$ cat config.mk
export PLATFORM = sky130hd
export DESIGN_NAME = dsss_chip_mapper
export DESIGN_NICKNAME = d
export VERILOG_FILES = /design/src/rtl/dsss_map_pkg.sv /design/src/rtl/dsss_sym_phase.sv /design/src/rtl/dsss_chip_seq.sv /design/src/rtl/dsss_chip_phase.sv /design/src/rtl/dsss_chip_mapper.sv
export SDC_FILE = /design/constraint.sdc
export NUM_CORES = 1
export LEC_CHECK = 0
export BUFFER_PORTS_ARGS = -buffer_cell sky130_fd_sc_hd__buf_4
export CAP_MARGIN = 10
export CORE_UTILIZATION = 50
export CTS_CLUSTER_SIZE = 12
export DETAILED_ROUTE_END_ITERATION = 7
export GPL_TIMING_DRIVEN = 1
export PLACE_DENSITY = 0.83
export SLEW_MARGIN = 40
export SYNTH_ARGS = -nofsm -noshare
export SYNTH_HDL_FRONTEND = slang
export SYNTH_SLANG_ARGS = --single-unit
$ cat constraint.sdc
create_clock -name clk -period 3.5 [get_ports clk]
set_clock_uncertainty 0.1 [all_clocks]
set_input_delay 0.7 -clock clk [delete_from_list [all_inputs] [get_ports clk]]
set_output_delay 0.7 -clock clk [all_outputs]
set_load 0.01 [all_outputs]
$ cat src/rtl/dsss_map_pkg.sv
package dsss_map_pkg;
  localparam int PH_W = 2;
  typedef logic [PH_W-1:0] phase_t;

  typedef enum logic [1:0] {
    RATE_1M  = 2'd0,
    RATE_2M  = 2'd1,
    RATE_5M5 = 2'd2,
    RATE_11M = 2'd3
  } rate_e;

  typedef struct packed {
    phase_t p1;
    phase_t p2;
    phase_t p3;
    phase_t p4;
  } sym_ph_t;

  // Gray-coded dibit step; first bit in time is the upper select bit
  function automatic phase_t dibit_step(input logic d_early, input logic d_late,
                                        input logic rev);
    phase_t r;
    case ({d_early, d_late})
      2'b00:   r = 2'd0;
      2'b01:   r = rev ? 2'd3 : 2'd1;
      2'b11:   r = 2'd2;
      default: r = rev ? 2'd1 : 2'd3;
    endcase
    return r;
  endfunction
endpackage

$ cat src/rtl/dsss_sym_phase.sv
module dsss_sym_phase
  import dsss_map_pkg::*;
#(
  parameter int BITS_W = 8
) (
  input  rate_e             rate,
  input  logic [BITS_W-1:0] bits,
  input  phase_t            ref_ph,
  input  logic              first,
  input  logic              odd_in,
  input  logic              rev,
  output sym_ph_t           ph,
  output logic              is_cck
);
  phase_t base;
  phase_t step;
  logic   eff_odd;

  always_comb begin
    base    = first ? phase_t'(0) : ref_ph;
    eff_odd = first ? 1'b0 : odd_in;
    is_cck  = (rate == RATE_5M5) || (rate == RATE_11M);
    step    = dibit_step(bits[0], bits[1], rev);
    ph      = '0;
    case (rate)
      RATE_1M: begin
        ph.p1 = base + (bits[0] ? phase_t'(2) : phase_t'(0));
      end
      RATE_2M: begin
        ph.p1 = base + step;
      end
      RATE_5M5: begin
        ph.p1 = base + step + (eff_odd ? phase_t'(2) : phase_t'(0));
        ph.p2 = bits[2] ? phase_t'(3) : phase_t'(1);
        ph.p3 = phase_t'(0);
        ph.p4 = bits[3] ? phase_t'(2) : phase_t'(0);
      end
      default: begin
        ph.p1 = base + step + (eff_odd ? phase_t'(2) : phase_t'(0));
        ph.p2 = dibit_step(bits[2], bits[3], rev);
        ph.p3 = dibit_step(bits[4], bits[5], rev);
        ph.p4 = dibit_step(bits[6], bits[7], rev);
      end
    endcase
  end
endmodule

$ cat src/rtl/dsss_chip_seq.sv
module dsss_chip_seq #(
  parameter int BARKER_LEN = 11,
  parameter int CCK_LEN    = 8,
  localparam int MAX_LEN   = (BARKER_LEN > CCK_LEN) ? BARKER_LEN : CCK_LEN,
  localparam int CNT_W     = $clog2(MAX_LEN)
) (
  input  logic             clk,
  input  logic             rst_n,
  input  logic             sym_valid,
  input  logic             in_cck,
  output logic             sym_ready,
  output logic             accept,
  output logic             busy,
  output logic             cur_cck,
  output logic             last,
  output logic [CNT_W-1:0] idx
);
  logic             busy_n;
  logic             cck_n;
  logic [CNT_W-1:0] idx_n;

  always_comb begin
    last      = busy && (cur_cck ? (idx == CNT_W'(CCK_LEN - 1))
                                 : (idx == CNT_W'(BARKER_LEN - 1)));
    sym_ready = !busy || last;
    accept    = sym_valid && sym_ready;
    busy_n    = busy;
    cck_n     = cur_cck;
    idx_n     = idx;
    if (accept) begin
      busy_n = 1'b1;
      cck_n  = in_cck;
      idx_n  = '0;
    end else if (busy) begin
      if (last) busy_n = 1'b0;
      else      idx_n  = idx + CNT_W'(1);
    end
  end

  always_ff @(posedge clk or negedge rst_n) begin
    if (!rst_n) begin
      busy    <= 1'b0;
      cur_cck <= 1'b0;
      idx     <= '0;
    end else begin
      busy    <= busy_n;
      cur_cck <= cck_n;
      idx     <= idx_n;
    end
  end

  // a symbol in flight keeps the chip stream running until its final chip
  a_r2_no_early_stop: assert property (@(posedge clk) disable iff (!rst_n)
    busy && !last |=> busy);
  // no new symbol is taken before the final chip
  a_r2_ready_only_at_end: assert property (@(posedge clk) disable iff (!rst_n)
    busy && !last |-> !sym_ready);
  // chip index never passes the symbol length
  a_r2_idx_range: assert property (@(posedge clk) disable iff (!rst_n)
    busy |-> (idx < CNT_W'(MAX_LEN)));
endmodule

$ cat src/rtl/dsss_chip_phase.sv
module dsss_chip_phase
  import dsss_map_pkg::*;
#(
  parameter int                  BARKER_LEN = 11,
  parameter logic [BARKER_LEN-1:0] BARKER_NEG = 11'b11100010010,
  parameter int                  CNT_W      = 4
) (
  input  logic             cck,
  input  logic [CNT_W-1:0] idx,
  input  sym_ph_t          ph,
  output phase_t           chip_ph
);
  phase_t cck_ph;
  phase_t bark_ph;
  logic   neg_bark;
  logic   neg_cck;

  always_comb begin
    neg_bark = (int'(idx) < BARKER_LEN) ? BARKER_NEG[idx] : 1'b0;
    bark_ph  = ph.p1 + (neg_bark ? phase_t'(2) : phase_t'(0));
    // chips 3 and 6 carry an extra half turn
    neg_cck  = (idx == CNT_W'(3)) || (idx == CNT_W'(6));
    cck_ph   = ph.p1
             + (idx[0] ? phase_t'(0) : ph.p2)
             + (idx[1] ? phase_t'(0) : ph.p3)
             + (idx[2] ? phase_t'(0) : ph.p4)
             + (neg_cck ? phase_t'(2) : phase_t'(0));
    chip_ph  = cck ? cck_ph : bark_ph;
  end
endmodule

$ cat src/rtl/dsss_chip_mapper.sv
module dsss_chip_mapper
  import dsss_map_pkg::*;
#(
  parameter int BITS_W     = 8,
  parameter int BARKER_LEN = 11,
  parameter int CCK_LEN    = 8,
  parameter logic [BARKER_LEN-1:0] BARKER_NEG = 11'b11100010010,
  localparam int MAX_LEN   = (BARKER_LEN > CCK_LEN) ? BARKER_LEN : CCK_LEN,
  localparam int CNT_W     = $clog2(MAX_LEN)
) (
  input  logic              clk,
  input  logic              rst_n,
  input  logic              sym_valid,
  input  logic              sym_first,
  input  logic [1:0]        sym_rate,
  input  logic [BITS_W-1:0] sym_bits,
  input  logic              rot_rev,
  output logic              sym_ready,
  output logic              chip_valid,
  output logic [1:0]        chip_phase,
  output logic signed [1:0] chip_i,
  output logic signed [1:0] chip_q
);
  sym_ph_t          cur_ph;
  sym_ph_t          new_ph;
  sym_ph_t          cur_ph_n;
  logic             cck_odd;
  logic             cck_odd_n;
  logic             in_cck;
  logic             accept;
  logic             busy;
  logic             cur_cck;
  logic             last;
  logic [CNT_W-1:0] idx;
  phase_t           raw_ph;

  dsss_sym_phase #(.BITS_W(BITS_W)) u_sym (
    .rate   (rate_e'(sym_rate)),
    .bits   (sym_bits),
    .ref_ph (cur_ph.p1),
    .first  (sym_first),
    .odd_in (cck_odd),
    .rev    (rot_rev),
    .ph     (new_ph),
    .is_cck (in_cck)
  );

  dsss_chip_seq #(.BARKER_LEN(BARKER_LEN), .CCK_LEN(CCK_LEN)) u_seq (
    .clk       (clk),
    .rst_n     (rst_n),
    .sym_valid (sym_valid),
    .in_cck    (in_cck),
    .sym_ready (sym_ready),
    .accept    (accept),
    .busy      (busy),
    .cur_cck   (cur_cck),
    .last      (last),
    .idx       (idx)
  );

  dsss_chip_phase #(.BARKER_LEN(BARKER_LEN), .BARKER_NEG(BARKER_NEG),
                    .CNT_W(CNT_W)) u_chip (
    .cck     (cur_cck),
    .idx     (idx),
    .ph      (cur_ph),
    .chip_ph (raw_ph)
  );

  // shared differential accumulator (p1) plus spreading phases
  always_comb begin
    cur_ph_n  = cur_ph;
    cck_odd_n = cck_odd;
    if (accept) begin
      cur_ph_n  = new_ph;
      cck_odd_n = in_cck ? !(sym_first ? 1'b0 : cck_odd) : 1'b0;
    end
  end

  always_ff @(posedge clk or negedge rst_n) begin
    if (!rst_n) begin
      cur_ph  <= '0;
      cck_odd <= 1'b0;
    end else begin
      cur_ph  <= cur_ph_n;
      cck_odd <= cck_odd_n;
    end
  end

  always_comb begin
    chip_valid = busy;
    chip_phase = busy ? raw_ph : 2'd0;
    chip_i     = 2'sd0;
    chip_q     = 2'sd0;
    if (busy) begin
      chip_i = (raw_ph == 2'd1 || raw_ph == 2'd2) ? -2'sd1 : 2'sd1;
      chip_q = raw_ph[1] ? -2'sd1 : 2'sd1;
    end
  end

  // the reference phase moves only when a symbol is taken
  a_r11_ref_hold: assert property (@(posedge clk) disable iff (!rst_n)
    !accept |=> $stable(cur_ph.p1));
  // first Barker chip equals the symbol phase held in the accumulator
  a_r6_barker_head: assert property (@(posedge clk) disable iff (!rst_n)
    chip_valid && !cur_cck && idx == '0 |-> chip_phase == cur_ph.p1);
  // final CCK chip equals the symbol's reference phase
  a_r7_cck_tail: assert property (@(posedge clk) disable iff (!rst_n)
    chip_valid && cur_cck && idx == CNT_W'(CCK_LEN - 1) |-> chip_phase == cur_ph.p1);
  // a Barker symbol restarts the CCK odd/even count
  a_r10_parity_clear: assert property (@(posedge clk) disable iff (!rst_n)
    accept && !in_cck |=> !cck_odd);
  // outputs are quiet between chips
  a_r12_idle_quiet: assert property (@(posedge clk) disable iff (!rst_n)
    !chip_valid |-> chip_i == 2'sd0 && chip_q == 2'sd0 && chip_phase == 2'd0);
endmodule

==> impl_metrics.yaml, run 1 <==
power:
  p_seq_share_pct: 19.9
  leakagePower_uw: 0.000724
  pwr-share-comb_pct: 74.3
  switching_share_pct: 44.3
  intPower_uw: 955
  vdd_drop_max_uv: 837
  finalPower_uw: 1710
  p_clk_share_pct: 5.8
  p_switching_uw: 759
  power_density_nw_per_um2: 1080
clock_network:
  cts-root-buf: "clkbuf_4"
  clk-insertion-delay-late_ns: 0.28
  cts_tree: "done"
  htree_levels: 1
  cts_buffers: 3
  ctsLongestPathBuffers: 2
  clkTransAtPathRegs_ns: 0.09
  clkSinkCount: 15
setup_path:
  critPathBufInv: 3
  path_class: "reg2out"
  slowest_delay_ns: 0.53
  crit_fanout: 5
  worstSetupPathDepth: 12
  cp_cell_sequence: "inv_2 -> nand2_2 -> fa_1 -> fa_1 -> inv_2 -> ha_4 -> xor2_2 -> xnor2_2 -> nor2b_4 -> o21bai_1 -> o2111ai_1 -> buf_4"
  crit_path_start_kind: "flop"
  slowest_stage: "fa_1"
  reg2regPathDepth: 6
  cpLargestDelayFamily: "adder cells"
  worstSetupEndpointType: "output port"
  worstPathRequired_ns: 2.70
  arrival_ns: 2.94
drt:
  ant_nets: 0
  drt_iter0_markers: 33
  via_per_inst: 5.57
  via_count: 1081
  route.detailed.wl_per_inst_um: 14.4
  drc: 0
  dr.pass1.iters: 4
  drt_wl_total_um: 2790
final_layout:
  syn_to_final_growth_pct: 22.3
  n_antenna_cell: 0
  post_route_cells_drive_above_1_share_pct: 34.8
  multi_input_comb_area_um2: 875
  final_net_count: 188
  final-seq-area_um2: 375
  n_fill_cell: 196
sta:
  worstMarginPinSlew_ns: 0.644
  setup_tns_ns: -0.570
  max_slew_margin_pct: 57.1
  setup_viol: 3
  fin_ws_ns: -0.241
  finalMaxSlewViolations: 0
  fin_crit_ns: 3.74
  finalCritPeriodShare_pct: 107
  rsz0062_at_grt: "yes"
  clock.fmax_mhz: 267
  hold_viol_final: 0
grt:
  grt_pass1_vias: 995
  grt_max_degree: 16
  grt.overflow.total: 0
  grt_pass1_wl_um: 4420
  grt_util_all_layers_pct: 22.3
  antenna_found_initial: 0
synthesis:
  synth_cell_types: 37
  ys_ff_latch: 15
  synth_cells: 139
  syn_area_um2: 1290
  synthesis.nets: 162
  ys_seq_area_share_pct: 29.0
  postSynthAreaPerCell_um2: 9.32
  yosys_warnings: 0
run_status:
  run_status: "finished with violations"
  violations: "setup timing"
hold_path:
  hold_class: "in2async"
die:
  rows: 18
  die_h_um: 52.9
  core_um2: 2450
  initial_core_util_pct: 52.8
  dieWidth_um: 52.9
  die_area_um2: 2800
  ios: 23
placed_design:
  detailedPlacementHpwl_um: 2080
  port_buffers: 22
  gp_congestion: 0.823
  place_ws_ns: 0.0234
run:
  max_cap_violations: 0
state kept, by name, summed over array words and instances (netlist names):
name / flops
u_seq.cur_cck: 1
u_seq.idx: 4
cur_ph: 8
cck_odd: 1
u_seq.busy: 1
per-layer routing:
metal | vias up | track usage [%] | routed length [µm]
li1 | 518 | - | -
met1 | 524 | 26.5 | 1150
met2 | 35 | 40.1 | 1490
met3 | 4 | 2.30 | 124
met4 | 0 | 10.1 | 27
met5 | - | 0 | 0
Yosys cell counts (all sizes together):
cell / instances / area [µm²]
a211o: 2 / 17.5
a21oi: 1 / 5.00
a311o: 1 / 10.0
a31oi: 1 / 21.3
and2: 1 / 6.26
buf: 7 / 51.3
clkbuf: 2 / 11.3
dfrtp: 15 / 375
fa: 2 / 40.0
ha: 6 / 75.1
inv: 12 / 45.0
mux2: 9 / 105
mux2i: 7 / 70.1
nand2: 15 / 56.3
nand2b: 3 / 18.8
nand3: 4 / 20.0
nand3b: 1 / 7.51
nor2: 9 / 33.8
nor2b: 8 / 50.1
nor3: 2 / 10.0
nor4b: 1 / 15.0
o2111ai: 2 / 17.5
o211ai: 1 / 7.51
o21ai: 9 / 56.3
o21bai: 1 / 7.51
o22ai: 3 / 25.0
o41ai: 1 / 8.76
xnor2: 9 / 78.8
xnor3: 1 / 22.5
xor2: 3 / 26.3
cell families after synthesis:
group                      share of synthesized area [%]
buffers and inverters                               8.31
xor gates and xnor gates                            9.86
muxes                                               13.5
DFF                                                 29.0
and+or+nand+nor                                     16.8
AOI/OAI and AO/OA                                   13.6
adders and majority gates                           8.89
power groups by stage:
stage / sequential (µW) / clock, µW / combinational [µW]
finish: 340 / 99.6 / 1270
global placement: 333 / 0 / 1060
floorplan: 303 / 0 / 832
detailed placement: 339 / 0 / 1110
global route: 352 / 107 / 1390
CTS: 337 / 104 / 1200
cells in the final DEF, fill, tap and decap left out, types with 2 or more instances in the layout:
cell type and n:
nand2_1 13, mux2_2 6, o2111ai_1 2, nand2_2 2, a211o_1 2, nor2b_1 6
mux2i_1 7, nand2b_1 3, fa_1 2, nor2b_4 2, clkbuf_4 3, mux2_1 2
nand3_1 3, o21ai_0 7, inv_2 3, xnor2_1 8, inv_1 9, ha_1 5
o22ai_2 2, dfrtp_1 15, xor2_1 2, buf_4 30, nor3_1 2, nor2_1 9
through the flow:
step / instances / hold WS [ns] / instance area [µm²] / util [%]
2_1_floorplan: 139 / 0.304 / 1310 / -
4_1_cts: 191 / 0.149 / 1540 / 62.8
5_1_grt: 194 / 0.157 / 1580 / 64.5
3_3_place_gp: 186 / 0.381 / 1480 / 60.2
6_report: 194 / 0.156 / 1580 / 64.5
3_5_place_dp: 186 / 0.389 / 1480 / 60.2
what timing repair did:
item	CTS	global route
buffers inserted	1	3
endpoints found under the setup margin	3	3
resized for setup	8	5
hold buffers	0	0
pin swaps	6	5
path summary, 6_finish.rpt:
kind	endpoint	from	slack (ns)
min	u_seq.idx[2]	rst_n	0.16
min reg2reg	cck_odd	cck_odd	0.41
max in group asynchronous	cur_ph[4]	rst_n	2.97
max reg2reg	u_seq.cur_cck	u_seq.idx[0]	1.24
min in group clk	cck_odd	cck_odd	0.41
max	chip_i[1]	u_seq.idx[1]	-0.24
layout make-up:
| cell class | count | share of cell area, % |
|---|---|---|
| flip-flops and latches | 15 | 23.7 |
| well taps | 30 | 2.37 |
| inverters | 12 | 2.84 |
| multi-input cells | 103 | 55.2 |
| repair buffers | 30 | 14.2 |
| clock buffers | 4 | 1.66 |
Power figures use the tool's default switching activity.
==> run 2: changes to the inputs <==
--- a/config.mk
+++ b/config.mk
@@ -6,7 +6,7 @@
 export NUM_CORES = 1
 export LEC_CHECK = 0
 export BUFFER_PORTS_ARGS = -buffer_cell sky130_fd_sc_hd__buf_4
-export CAP_MARGIN = 10
+export CORE_ASPECT_RATIO = 0.75
 export CORE_UTILIZATION = 50
 export CTS_CLUSTER_SIZE = 12
 export DETAILED_ROUTE_END_ITERATION = 7
==> run 2 against run 1 <==
  * Non-clock buffer count up 1
  * Design area is 1.3% higher
  * Cell count grew 2.6%
  * Sequential share of layout area shrank 0.31 points
  * Clock power grew 8%
  * The flow still finishes with violations (setup timing)
  * Critical path depth did not move
  * Critical endpoint unchanged
  * Largest cell class unchanged
  * Combinational power is 8% higher
  * Routed wire length increased by 4.0%
==> impl_metrics.yaml, run 2 (same netlist as run 1, synthesis figures left out) <==
sta:
  max_slew_margin_pct: 57.7
  hold_slack_ns: 0.129
  finalCritPeriodShare_pct: 108
  fin_ws_ns: -0.283
  setup_viol: 3
  hold_viol_final: 0
  worstMarginPinSlew_ns: 0.634
  rsz0062_at_grt: "yes"
  finalMaxSlewViolations: 0
  clock.fmax_mhz: 264
  fin_crit_ns: 3.78
drt:
  route.detailed.wl_per_inst_um: 14.6
  dr.max_layer_used: "met4"
  ant_nets: 0
  via_count: 1088
  dr.pass1.iters: 4
  met3_length_um: 122
  drt_wl_total_um: 2910
  wl_met1_um: 1240
  drt_iter0_markers: 63
  via_per_inst: 5.47
  met2WireLength_um: 1480
  drc: 0
clock_network:
  htree_levels: 1
  clkSinkCount: 15
  cts_hold_buffers: 0
  clk-insertion-delay-late_ns: 0.31
  ctsLongestPathBuffers: 2
  cts-root-buf: "clkbuf_4"
  cts_buffers: 3
  cts_tree: "done"
  clkTransAtPathRegs_ns: 0.10
placed_design:
  place_ws_ns: -0.170
  detailedPlacementHpwl_um: 2220
  post_dp_cell_area_um2: 1480
  gp_congestion: 0.806
  port_buffers: 22
final_layout:
  largest_register_ff_count: 8
  largest_register: "cur_ph"
  reg_top3: "cur_ph: 8 flops, u_seq.idx: 4 flops"
  post_route_cells_drive_above_1_share_pct: 37.0
  layout_common_cells: "31 x buf_4, 15 x dfrtp_1, 13 x nand2_1, 9 x inv_1, 8 x nor2_1"
  n_antenna_cell: 0
  final_util_pct: 67.9
  final_net_count: 189
  syn_to_final_growth_pct: 24.0
  layout_commonest_cell: "buf_4"
  design_area_um2: 1610
power:
  vdd_drop_max_uv: 440
  pwr-share-comb_pct: 75.3
  switching_share_pct: 44.2
  power_density_nw_per_um2: 1130
  p_clk_share_pct: 6.0
  leakagePower_uw: 0.000733
  p_switching_uw: 804
  p_seq_share_pct: 18.8
  intPower_uw: 1010
setup_path:
  worstSetupEndpointType: "output port"
  path_class: "reg2out"
  crit_fanout: 5
  cp_cell_sequence: "inv_2 -> nand2_2 -> fa_1 -> fa_1 -> inv_2 -> ha_4 -> xor2_2 -> xnor2_2 -> nor2b_1 -> o21bai_1 -> o2111ai_2 -> buf_4"
  arrival_ns: 2.98
  reg2reg_from: "u_seq.idx[0]"
  slowest_delay_ns: 0.51
  worstPathRequired_ns: 2.70
  crit_path_start_kind: "flop"
  startpoint: "u_seq.idx[0]"
  slowest_stage: "fa_1"
die:
  ios: 23
  dieWidth_um: 60.8
  die_h_um: 46.1
  initial_core_util_pct: 54.8
  core_um2: 2360
  die_area_um2: 2800
  rows: 15
grt:
  grt_util_all_layers_pct: 24.3
  grt_pass1_wl_um: 4700
  grt.overflow.total: 0
  antenna_found_initial: 0
  grt_max_degree: 16
  grt_pass1_vias: 1077
run_status:
  run_status: "finished with violations"
  violations: "setup timing"
hold_path:
  hold_class: "in2async"
run:
  max_cap_violations: 0
## run 2: layout make-up
type | instances | area [µm²]
Multi-Input combinational cell | 103 | 882
Fill cell | 192 | 759
Sequential cell | 15 | 375
Timing Repair Buffer | 31 | 233
Inverter | 12 | 45.0
Tap cell | 34 | 42.5
Clock buffer | 3 | 22.5
Clock inverter | 1 | 5.00
## run 2: critical path, delay by kind of cell (launching register included)
family | cells | cell delay (ns)
adder cells (fa/ha/maj) | 3 | 1.14
buffers and inverters | 3 | 0.29
flip-flops | 1 | 0.41
XOR/XNOR | 2 | 0.32
AND/OR/NAND/NOR | 2 | 0.21
AO/OA/AOI/OAI | 2 | 0.30
## run 2: power groups by stage
stage                     Combinational [µW]  Sequential, µW  Clock [µW]
final                                   1370             341         108
after detailed placement                1130             337           0
after CTS                               1290             336         109
after floorplan                          832             303           0
after global placement                  1060             332           0
after global routing                    1490             352         119
## run 2: timing repair
action                                  4_1_cts  5_1_grt
pin swaps                                     7        1
resized for setup                            10        5
buffers inserted                              3        2
endpoints found under the setup margin        4        4
## run 2: final timing paths
kind / endpoint / slack [ns] / cells past startpoint
max in group asynchronous: cur_ph[7] / 2.98 / 1
min in group clk: cur_ph[3] / 0.42 / 1
hold / removal: u_seq.busy / 0.13 / 1
setup / recovery: chip_i[1] / -0.28 / 12
hold reg to reg: cur_ph[3] / 0.42 / 1
setup reg to reg: u_seq.cur_cck / 1.10 / 7
## run 2: stage by stage
| stage | power, µW | instances | setup TNS [ns] |
|---|---|---|---|
| after floorplan | 1140 | 139 | 0 |
| after global placement | 1390 | 190 | 0 |
| after detailed placement | 1470 | 190 | -0.170 |
| after CTS | 1730 | 197 | -0.750 |
| after global routing | 1960 | 199 | -1.18 |
| final | 1820 | 199 | -0.824 |
## run 2: per-layer routing
| metal | vias up | track usage [%] |
|---|---|---|
| li1 | 517 | - |
| met1 | 532 | 26.1 |
| met2 | 32 | 45.7 |
| met3 | 7 | 8.15 |
| met4 | 0 | 7.27 |
| met5 | - | 0 |
